### src/rtl/rsce_pkg.sv
package rsce_pkg;
  localparam int SW = 8;
  localparam int ORD = 255;
  localparam logic [SW-1:0] POLY_LO = 8'h1D;

  typedef logic [SW-1:0] sym_t;

  // generic product: shift-and-xor network reduced by the field modulus
  function automatic sym_t gf_mul(sym_t a, sym_t b);
    sym_t acc;
    sym_t sh;
    acc = '0;
    sh  = a;
    for (int k = 0; k < SW; k++) begin
      if (b[k]) acc = acc ^ sh;
      sh = sh[SW-1] ? ({sh[SW-2:0], 1'b0} ^ POLY_LO) : {sh[SW-2:0], 1'b0};
    end
    return acc;
  endfunction

  // alpha raised to a constant power, used for the fixed stage multipliers
  function automatic sym_t gf_alpha_pow(int e);
    sym_t r;
    r = 8'h01;
    for (int k = 0; k < e; k++) r = gf_mul(r, 8'h02);
    return r;
  endfunction

  // a^254 through seven squarings; zero maps to zero
  function automatic sym_t gf_inv(sym_t a);
    sym_t sq;
    sym_t r;
    sq = a;
    r  = 8'h01;
    for (int k = 1; k < SW; k++) begin
      sq = gf_mul(sq, sq);
      r  = gf_mul(r, sq);
    end
    return r;
  endfunction
endpackage

### src/rtl/rsce_chien_cell.sv
module rsce_chien_cell
  import rsce_pkg::*;
#(
  parameter int EXP = 0
) (
  input  logic clk,
  input  logic rst_n,
  input  logic load,
  input  logic step,
  input  sym_t coef,
  output sym_t term
);
  localparam sym_t MULT = gf_alpha_pow(EXP);

  sym_t term_q;
  sym_t term_n;
  logic en;

  assign en = load | step;

  always_comb begin
    term_n = term_q;
    if (load)      term_n = coef;
    else if (step) term_n = gf_mul(term_q, MULT);
  end

  always_ff @(posedge clk or negedge rst_n) begin
    if (!rst_n)  term_q <= '0;
    else if (en) term_q <= term_n;
  end

  assign term = term_q;
endmodule

### src/rtl/rsce_gf_inverse.sv
module rsce_gf_inverse
  import rsce_pkg::*;
(
  input  sym_t a,
  output sym_t inv
);
  assign inv = gf_inv(a);
endmodule

### src/rtl/rsce_search_ctrl.sv
module rsce_search_ctrl #(
  parameter int N  = 255,
  parameter int IW = 8
) (
  input  logic          clk,
  input  logic          rst_n,
  input  logic          start,
  output logic          run,
  output logic [IW-1:0] idx,
  output logic          last,
  output logic          done
);
  logic          run_q, run_n;
  logic [IW-1:0] idx_q, idx_n;
  logic          done_q, done_n;

  assign last = run_q && (idx_q == IW'(N - 1));

  always_comb begin
    run_n  = run_q;
    idx_n  = idx_q;
    done_n = 1'b0;
    if (start) begin
      run_n = 1'b1;
      idx_n = '0;
    end else if (run_q) begin
      if (last) begin
        run_n  = 1'b0;
        done_n = 1'b1;
      end else begin
        idx_n = idx_q + IW'(1);
      end
    end
  end

  always_ff @(posedge clk or negedge rst_n) begin
    if (!rst_n) begin
      run_q  <= 1'b0;
      idx_q  <= '0;
      done_q <= 1'b0;
    end else begin
      run_q  <= run_n;
      idx_q  <= idx_n;
      done_q <= done_n;
    end
  end

  assign run  = run_q;
  assign idx  = idx_q;
  assign done = done_q;


  step_chk: assert property (@(posedge clk) disable iff (!rst_n)
    (run_q && !start && idx_q != IW'(N - 1)) |=> (run_q && idx_q == $past(idx_q) + IW'(1)));

  restart_chk: assert property (@(posedge clk) disable iff (!rst_n)
    start |=> (run_q && idx_q == '0 && !done_q));

  done_chk: assert property (@(posedge clk) disable iff (!rst_n)
    done_q |-> ($past(run_q) && $past(idx_q) == IW'(N - 1) && !run_q));
endmodule

### src/rtl/rsce_root_tally.sv
module rsce_root_tally
  import rsce_pkg::*;
#(
  parameter int T  = 8,
  parameter int CW = 8
) (
  input  logic                 clk,
  input  logic                 rst_n,
  input  logic                 start,
  input  logic [(T+1)*SW-1:0]  lambda_in,
  input  logic                 hit,
  input  logic                 finish,
  output logic [CW-1:0]        cnt,
  output logic                 fail
);
  logic [CW-1:0] deg_c, deg_q;
  logic [CW-1:0] cnt_q, cnt_n;
  logic          fail_q, fail_n;

  // degree: index of the highest nonzero locator coefficient
  always_comb begin
    deg_c = '0;
    for (int j = 1; j <= T; j++)
      if (lambda_in[j*SW +: SW] != '0) deg_c = CW'(j);
  end

  always_comb begin
    cnt_n  = cnt_q;
    fail_n = fail_q;
    if (start) begin
      cnt_n  = '0;
      fail_n = 1'b0;
    end else begin
      if (hit) cnt_n = cnt_q + CW'(1);
      if (finish) fail_n = (cnt_n != deg_q);
    end
  end

  always_ff @(posedge clk or negedge rst_n) begin
    if (!rst_n)     deg_q <= '0;
    else if (start) deg_q <= deg_c;
  end

  always_ff @(posedge clk or negedge rst_n) begin
    if (!rst_n) begin
      cnt_q  <= '0;
      fail_q <= 1'b0;
    end else begin
      cnt_q  <= cnt_n;
      fail_q <= fail_n;
    end
  end

  assign cnt  = cnt_q;
  assign fail = fail_q;


  hold_chk: assert property (@(posedge clk) disable iff (!rst_n)
    (!start && !hit && !finish) |=> ($stable(cnt_q) && $stable(fail_q)));
endmodule

### src/rtl/rs_chien_forney.sv
module rs_chien_forney
  import rsce_pkg::*;
#(
  parameter int T = 8,
  parameter int N = 255,
  localparam int IW = $clog2(N),
  localparam int CW = $clog2(N + 1)
) (
  input  logic                 clk,
  input  logic                 rst_n,
  input  logic                 start,
  input  logic [(T+1)*8-1:0]   lambda_in,
  input  logic [(T+1)*8-1:0]   omega_in,
  output logic                 loc_valid,
  output logic                 loc_err,
  output logic [IW-1:0]        loc_idx,
  output logic [7:0]           err_val,
  output logic                 done,
  output logic [CW-1:0]        root_cnt,
  output logic                 dec_fail
);
  localparam int NS = T + 1;

  logic run;
  logic last;
  logic finish;

  sym_t lam_term [NS];
  sym_t om_term  [NS];
  sym_t lam_sum, odd_sum, om_sum;
  sym_t den_inv;
  sym_t quot;

  rsce_search_ctrl #(.N(N), .IW(IW)) u_ctrl (
    .clk   (clk),
    .rst_n (rst_n),
    .start (start),
    .run   (run),
    .idx   (loc_idx),
    .last  (last),
    .done  (done)
  );

  // locator stage j steps by alpha^-j, magnitude stage j by alpha^-(j+1)
  for (genvar j = 0; j < NS; j++) begin : g_stage
    rsce_chien_cell #(.EXP((ORD - j) % ORD)) u_lam (
      .clk   (clk),
      .rst_n (rst_n),
      .load  (start),
      .step  (run),
      .coef  (lambda_in[j*SW +: SW]),
      .term  (lam_term[j])
    );
    rsce_chien_cell #(.EXP((ORD - j - 1) % ORD)) u_om (
      .clk   (clk),
      .rst_n (rst_n),
      .load  (start),
      .step  (run),
      .coef  (omega_in[j*SW +: SW]),
      .term  (om_term[j])
    );
  end

  always_comb begin
    lam_sum = '0;
    odd_sum = '0;
    om_sum  = '0;
    for (int j = 0; j < NS; j++) begin
      lam_sum = lam_sum ^ lam_term[j];
      om_sum  = om_sum ^ om_term[j];
      if (j % 2 == 1) odd_sum = odd_sum ^ lam_term[j];
    end
  end

  rsce_gf_inverse u_inv (
    .a   (odd_sum),
    .inv (den_inv)
  );

  assign quot      = gf_mul(om_sum, den_inv);
  assign loc_valid = run;
  assign loc_err   = run && (lam_sum == '0);
  assign err_val   = loc_err ? quot : '0;
  assign finish    = last && !start;

  rsce_root_tally #(.T(T), .CW(CW)) u_tally (
    .clk       (clk),
    .rst_n     (rst_n),
    .start     (start),
    .lambda_in (lambda_in),
    .hit       (loc_err),
    .finish    (finish),
    .cnt       (root_cnt),
    .fail      (dec_fail)
  );


  inv_chk: assert property (@(posedge clk) disable iff (!rst_n)
    (run && odd_sum != '0) |-> (gf_mul(odd_sum, den_inv) == 8'h01));

  err_in_run_chk: assert property (@(posedge clk) disable iff (!rst_n)
    loc_err |-> (loc_valid && !done));
endmodule

### config.mk
export PLATFORM = sky130hd
export DESIGN_NAME = rs_chien_forney
export DESIGN_NICKNAME = d
export VERILOG_FILES = /design/src/rtl/rsce_pkg.sv /design/src/rtl/rsce_chien_cell.sv /design/src/rtl/rsce_gf_inverse.sv /design/src/rtl/rsce_search_ctrl.sv /design/src/rtl/rsce_root_tally.sv /design/src/rtl/rs_chien_forney.sv
export SDC_FILE = /design/constraint.sdc
export NUM_CORES = 1
export LEC_CHECK = 0
export BUFFER_PORTS_ARGS = -buffer_cell sky130_fd_sc_hd__buf_4
export CORE_UTILIZATION = 40
export CTS_BUF_LIST = sky130_fd_sc_hd__clkbuf_16
export DETAILED_ROUTE_END_ITERATION = 12
export PLACE_DENSITY = 0.68
export SYNTH_ARGS = -nofsm -noshare
export SYNTH_HDL_FRONTEND = slang
export SYNTH_HIERARCHICAL = 1
export SYNTH_SLANG_ARGS = --single-unit
### constraint.sdc
create_clock -name clk -period 28.5 [get_ports clk]
set_input_delay 7.125 -clock clk [delete_from_list [all_inputs] [get_ports clk]]
set_output_delay 7.125 -clock clk [all_outputs]
set_load 0.02 [all_outputs]
==> results.json, run 1 <==
{
  "run_status": "completed",
  "antenna_found_initial": 6,
  "area_growth_pct": 9.28,
  "core_um2": 67200,
  "fp-row-count": 95,
  "cp_common_cell": "xnor2_1",
  "die_x_um": 263,
  "via_per_inst": 5.43,
  "max_slew_margin": 0.264,
  "postSynth.asyncResetShare": 1.00,
  "slew_violations": 0,
  "grt_pass1_vias": 21414,
  "layout-drive-gt1-share": 0.140,
  "avgRoutedWirePerCell_um": 17.6,
  "regArea_um2": 4180,
  "syn-instance-count": 3179,
  "ys.flop_type": "dfrtp_1",
  "cts_tree": "done",
  "cts.clk_slew.worst_paths_ns": 0.07,
  "tns_ns": 0,
  "clock_sinks": 167,
  "crit_path_max_fanout": 29,
  "dr.pass1.iters": 5,
  "dp_hpwl_mm": 53.1,
  "hold_class": "flip-flop to flip-flop",
  "critPathMaxStageDelay_ns": 0.82,
  "critPathKind": "flip-flop to output port",
  "design.die.area_um2": 68900,
  "worstMarginPinSlew_ns": 1.10,
  "finalCritPeriodShare": 0.947,
  "io_buffers": 174,
  "synth_edf_count": 0,
  "rsz0062_at_grt": "false",
  "grt_max_degree": 128,
  "vias": 22329,
  "ys_ff_latch": 167,
  "min_period_ns": 27.00,
  "syn-num-nets": 3341,
  "drt-initial-drc-count": 1827,
  "start_kind": "flip-flop",
  "synth_top_cells_by_area": "xnor2_1, dfrtp_1, xnor3_1",
  "drc": 0,
  "boundaryPins": 175,
  "max_freq_ghz": 0.0370,
  "worstSkewPairLatency_ns": 0.45,
  "initial_core_util": 0.404,
  "crit_arrival_ns": 19.88,
  "htreeDepth": 4,
  "critPathRequiredTime_ns": 21.38,
  "yosys.area.top_type": "xnor2_1",
  "yosysSeqAreaShare": 0.154,
  "synth_top_area_share": 0.194,
  "drtAntennaViolNets": 0,
  "fp.dieH_um": 263,
  "grt-ovfl-total": 0,
  "place_congestion": 0.907,
  "grt_pass1_wl_mm": 118,
  "multi_input_area_um2": 21800,
  "grt_usage": 0.207,
  "yosys.cell_types.count": 118,
  "synth_area_per_cell_um2": 8.54,
  "clock-root-buffer": "clkbuf_16",
  "finalWirelength_mm": 72.2,
  "numCtsBuffers": 17,
  "syn_area_um2": 27200,
  "layout_common_cells": "xnor2_1, nand2_1, nor2_1",
  "finalSetupViolations": 0,
  "cp-end-kind": "output port",
  "hold_viol": 0,
  "layout_commonest_cell": "xnor2_1",
  "cts_hold_buf": 0,
  "nets": 3381,
  "yosysWarnings": 6,
  "slowest_stage": "xor2_1",
  "fillCellCount": 6540,
  "skew_ns": 0.00686,
  "drv_cap": 0,
  "clockBufferDepth": 2
}
==> per-layer routing <==
layer / wire [um] / vias to the layer above / GRT usage
met5: 31 / - / 0
li1: - / 10937 / -
met3: 4090 / 93 / 0.0304
met2: 32800 / 627 / 0.325
met1: 33700 / 10668 / 0.295
met4: 1580 / 4 / 0.0590
==> per-stage QoR <==
| step | area, um2 | utilization | setup slack, ns | cells | hold WS [ns] |
|---|---|---|---|---|---|
| floorplan | 27200 | - | 5.13 | 3179 | 0.485 |
| global placement | 29000 | 0.432 | 2.41 | 4073 | 0.513 |
| detailed placement | 29000 | 0.432 | 2.00 | 4073 | 0.520 |
| CTS | 29700 | 0.442 | 1.43 | 4105 | 0.535 |
| global route | 29700 | 0.442 | 0.0595 | 4109 | 0.544 |
| finish | 29700 | 0.442 | 1.50 | 4109 | 0.533 |
==> worst max-delay path: cells and delay by family (launching register included) <==
family	cells	cell delay [ns]
xor gates and xnor gates	27	10.15
adders and majority gates	4	1.84
muxes	3	1.17
buffers and inverters	7	2.19
DFF	1	0.48
AOI/OAI and AO/OA	10	2.58
and+or+nand+nor	6	0.96
==> cells by family after synthesis <==
kind of cell | count (synthesis) | synth area share
AND/OR/NAND/NOR | 1017 | 0.172
AO/OA/AOI/OAI | 552 | 0.133
multiplexers | 159 | 0.0618
buffers and inverters | 267 | 0.0490
adder cells (fa/ha/maj) | 16 | 0.00733
flip-flops | 167 | 0.154
XOR/XNOR | 1001 | 0.423
==> timing repair <==
item	4_1_cts	5_1_grt
resized for setup	0	1
setup buffers	0	0
endpoints found under the setup margin	0	1
==> final timing paths <==
check / startpoint / slack [ns] / cells after the start / to
setup reg to reg: g_stage[5].u_lam/term[4] / 24.41 / 10 / u_tally/fail
setup / recovery: g_stage[5].u_lam/term[2] / 1.50 / 57 / err_val[5]
min in group asynchronous: rst_n / 6.80 / 1 / g_stage[4].u_lam/term[2]
max in group asynchronous: rst_n / 20.33 / 2 / g_stage[5].u_lam/term[2]
hold reg to reg: g_stage[0].u_lam/term[7] / 0.53 / 1 / g_stage[0].u_lam/term[7]
hold / removal: g_stage[0].u_lam/term[7] / 0.53 / 1 / g_stage[0].u_lam/term[7]
==> cells in the mapped netlist (all sizes together), types with 18 or more instances <==
cell and number:
xor2 208, a22oi 25, a211oi 22, and3 19
o211ai 37, nor3 75, nor2b 33, a21oi 116
inv 61, mux2 33, and2 18, nand3 55
clkbuf 93, buf 108, o21ai 170, xnor2 658
o22ai 32, nor4 19, mux2i 126, xnor3 116
nand2 392, dfrtp 167, nand2b 21, nor2 294
xor3 19, nand4 19
==> flip-flops by register name, indices dropped and copies added (netlist names) <==
name                count
g_stage.u_lam/term     72
g_stage.u_om/term      72
u_ctrl/done             1
u_ctrl/idx              8
u_ctrl/run              1
u_tally/cnt             8
u_tally/deg_q           4
u_tally/fail            1
==> cell type report <==
cell class                      count  share of cell area
Multi-Input combinational cell   2745               0.734
Sequential cell                   167               0.141
Timing Repair Buffer              224              0.0570
Tap cell                          873              0.0368
Clock buffer                       17              0.0143
Clock inverter                     15             0.00826
Inverter                           64             0.00809
Antenna cell                        4            0.000337
Power of run 1 is not shown: default switching activity piles up to over one toggle a cycle in this logic, so the estimate is an artifact.
==> run 2, diff against run 1 <==
- CELL_PAD_IN_SITES_DETAIL_PLACEMENT: not set -> 0
- CELL_PAD_IN_SITES_GLOBAL_PLACEMENT: not set -> 1
- PLACE_DENSITY: 0.68 -> 0.81
==> run 2 against run 1 <==
Compared with the run above:
- critical path depth is 1 higher
- count of clock-buffer cells in the layout stayed put
- first-iteration DRC count is 7.1% lower
- clock skew is 0.0071 ns higher
- non-clock buffer count is 11 higher
- highest routed layer unchanged
==> results.json, run 2 (synthesized netlist as in run 1, its figures left out) <==
{
  "run_status": "completed",
  "clock-root-buffer": "clkbuf_16",
  "crit_path_max_fanout": 29,
  "max_slew_margin": 0.244,
  "skew_ns": 0.0140,
  "critPathTopFamily": "XOR/XNOR gates",
  "grt_max_degree": 158,
  "grt-ovfl-total": 0,
  "nets": 3392,
  "finalWirelength_mm": 73.5,
  "hold_viol": 0,
  "initial_core_util": 0.404,
  "cts_setup_buffers": 0,
  "numCtsBuffers": 17,
  "cts_tree": "done",
  "io_buffers": 174,
  "tns_ns": 0,
  "worstMarginPinSlew_ns": 1.13,
  "slew_violations": 0,
  "min_period_ns": 26.41,
  "drt-initial-drc-count": 1698,
  "cts_hold_buf": 0,
  "htreeDepth": 4,
  "grt_usage": 0.211,
  "max_freq_ghz": 0.0379,
  "antenna_found_initial": 2,
  "slowest_stage": "xnor2_2",
  "design.die.area_um2": 68900,
  "fillCellCount": 6597,
  "dr.pass1.iters": 7,
  "via_per_inst": 5.41,
  "finalSetupViolations": 0,
  "cp_common_cell": "xnor3_1",
  "avgRoutedWirePerCell_um": 17.9,
  "dp_hpwl_mm": 53.7,
  "critPathMaxStageDelay_ns": 0.93,
  "finalCritPeriodShare": 0.927,
  "grt_pass1_wl_mm": 119,
  "layout_commonest_cell": "xnor2_1",
  "die_x_um": 263,
  "start_kind": "flip-flop",
  "crit_arrival_ns": 19.28,
  "worstSkewPairLatency_ns": 0.46,
  "core_um2": 67200,
  "place_congestion": 0.875,
  "layout-drive-gt1-share": 0.143,
  "cts-resized-gates": 0,
  "fp.dieH_um": 263,
  "rsz0062_at_grt": "false",
  "dp_cells": 4084,
  "drc": 0,
  "area_growth_pct": 9.21,
  "stdcell_count": 4117,
  "boundaryPins": 175,
  "hold_class": "flip-flop to flip-flop",
  "cp-end-kind": "output port",
  "clock_sinks": 167,
  "drv_cap": 0,
  "vias": 22291,
  "critPathRequiredTime_ns": 21.38,
  "grt_pass1_vias": 21440,
  "multi_input_area_um2": 21800,
  "fp-row-count": 95,
  "layout_common_cells": "xnor2_1, nand2_1, nor2_1",
  "cts.clk_slew.worst_paths_ns": 0.07,
  "regArea_um2": 4180,
  "critPathKind": "flip-flop to output port",
  "crit_buf_inv": 8,
  "drtAntennaViolNets": 0,
  "clockBufferDepth": 2
}
run 2: layout make-up:
class | instances | area share
multi-input cells | 2745 | 0.734
flip-flops and latches | 167 | 0.141
repair buffers | 235 | 0.0599
well taps | 873 | 0.0368
clock buffers | 17 | 0.0143
inverters | 64 | 0.00810
clock inverters | 15 | 0.00536
diodes | 1 | 0.0000844
run 2: through the flow:
step / worst slack [ns] / hold slack, ns / util / cell area (um2)
floorplan: 5.13 / 0.485 / - / 27200
global placement: 2.94 / 0.514 / 0.433 / 29100
detailed placement: 2.71 / 0.521 / 0.433 / 29100
CTS: 2.15 / 0.538 / 0.442 / 29700
global route: 0.533 / 0.546 / 0.442 / 29700
finish: 2.09 / 0.538 / 0.442 / 29700
run 2: metal layers:
metal,GRT usage,wire length [um]
met5,0,12
met4,0.0488,1240
met3,0.0269,3770
met2,0.337,33900
met1,0.302,34600
run 2: worst reg2reg max path, stage by stage (launching register included):
cell,delay [ns]
dfrtp_1,0.45
xor2_1,0.23
xnor2_2,0.90
xnor2_1,0.17
nor4_1,0.26
nand3_1,0.61
inv_1,0.58
nand4_1,0.22
or4_1,0.53
nand3_1,0.10
o31ai_1,0.08
run 2: final timing paths:
path	from	endpoint	slack [ns]	cells after the start
worst max-delay path	g_stage[5].u_lam/term[2]	err_val[3]	2.09	58
worst max register to register	g_stage[3].u_lam/term[1]	u_tally/fail	24.22	10
worst min-delay path	g_stage[0].u_lam/term[2]	g_stage[0].u_lam/term[2]	0.54	1
max in group asynchronous	rst_n	u_ctrl/run	20.12	2
worst min register to register	g_stage[0].u_lam/term[2]	g_stage[0].u_lam/term[2]	0.54	1
min in group asynchronous	rst_n	g_stage[3].u_lam/term[0]	6.81	1
Power of run 2 is left out for the same reason.
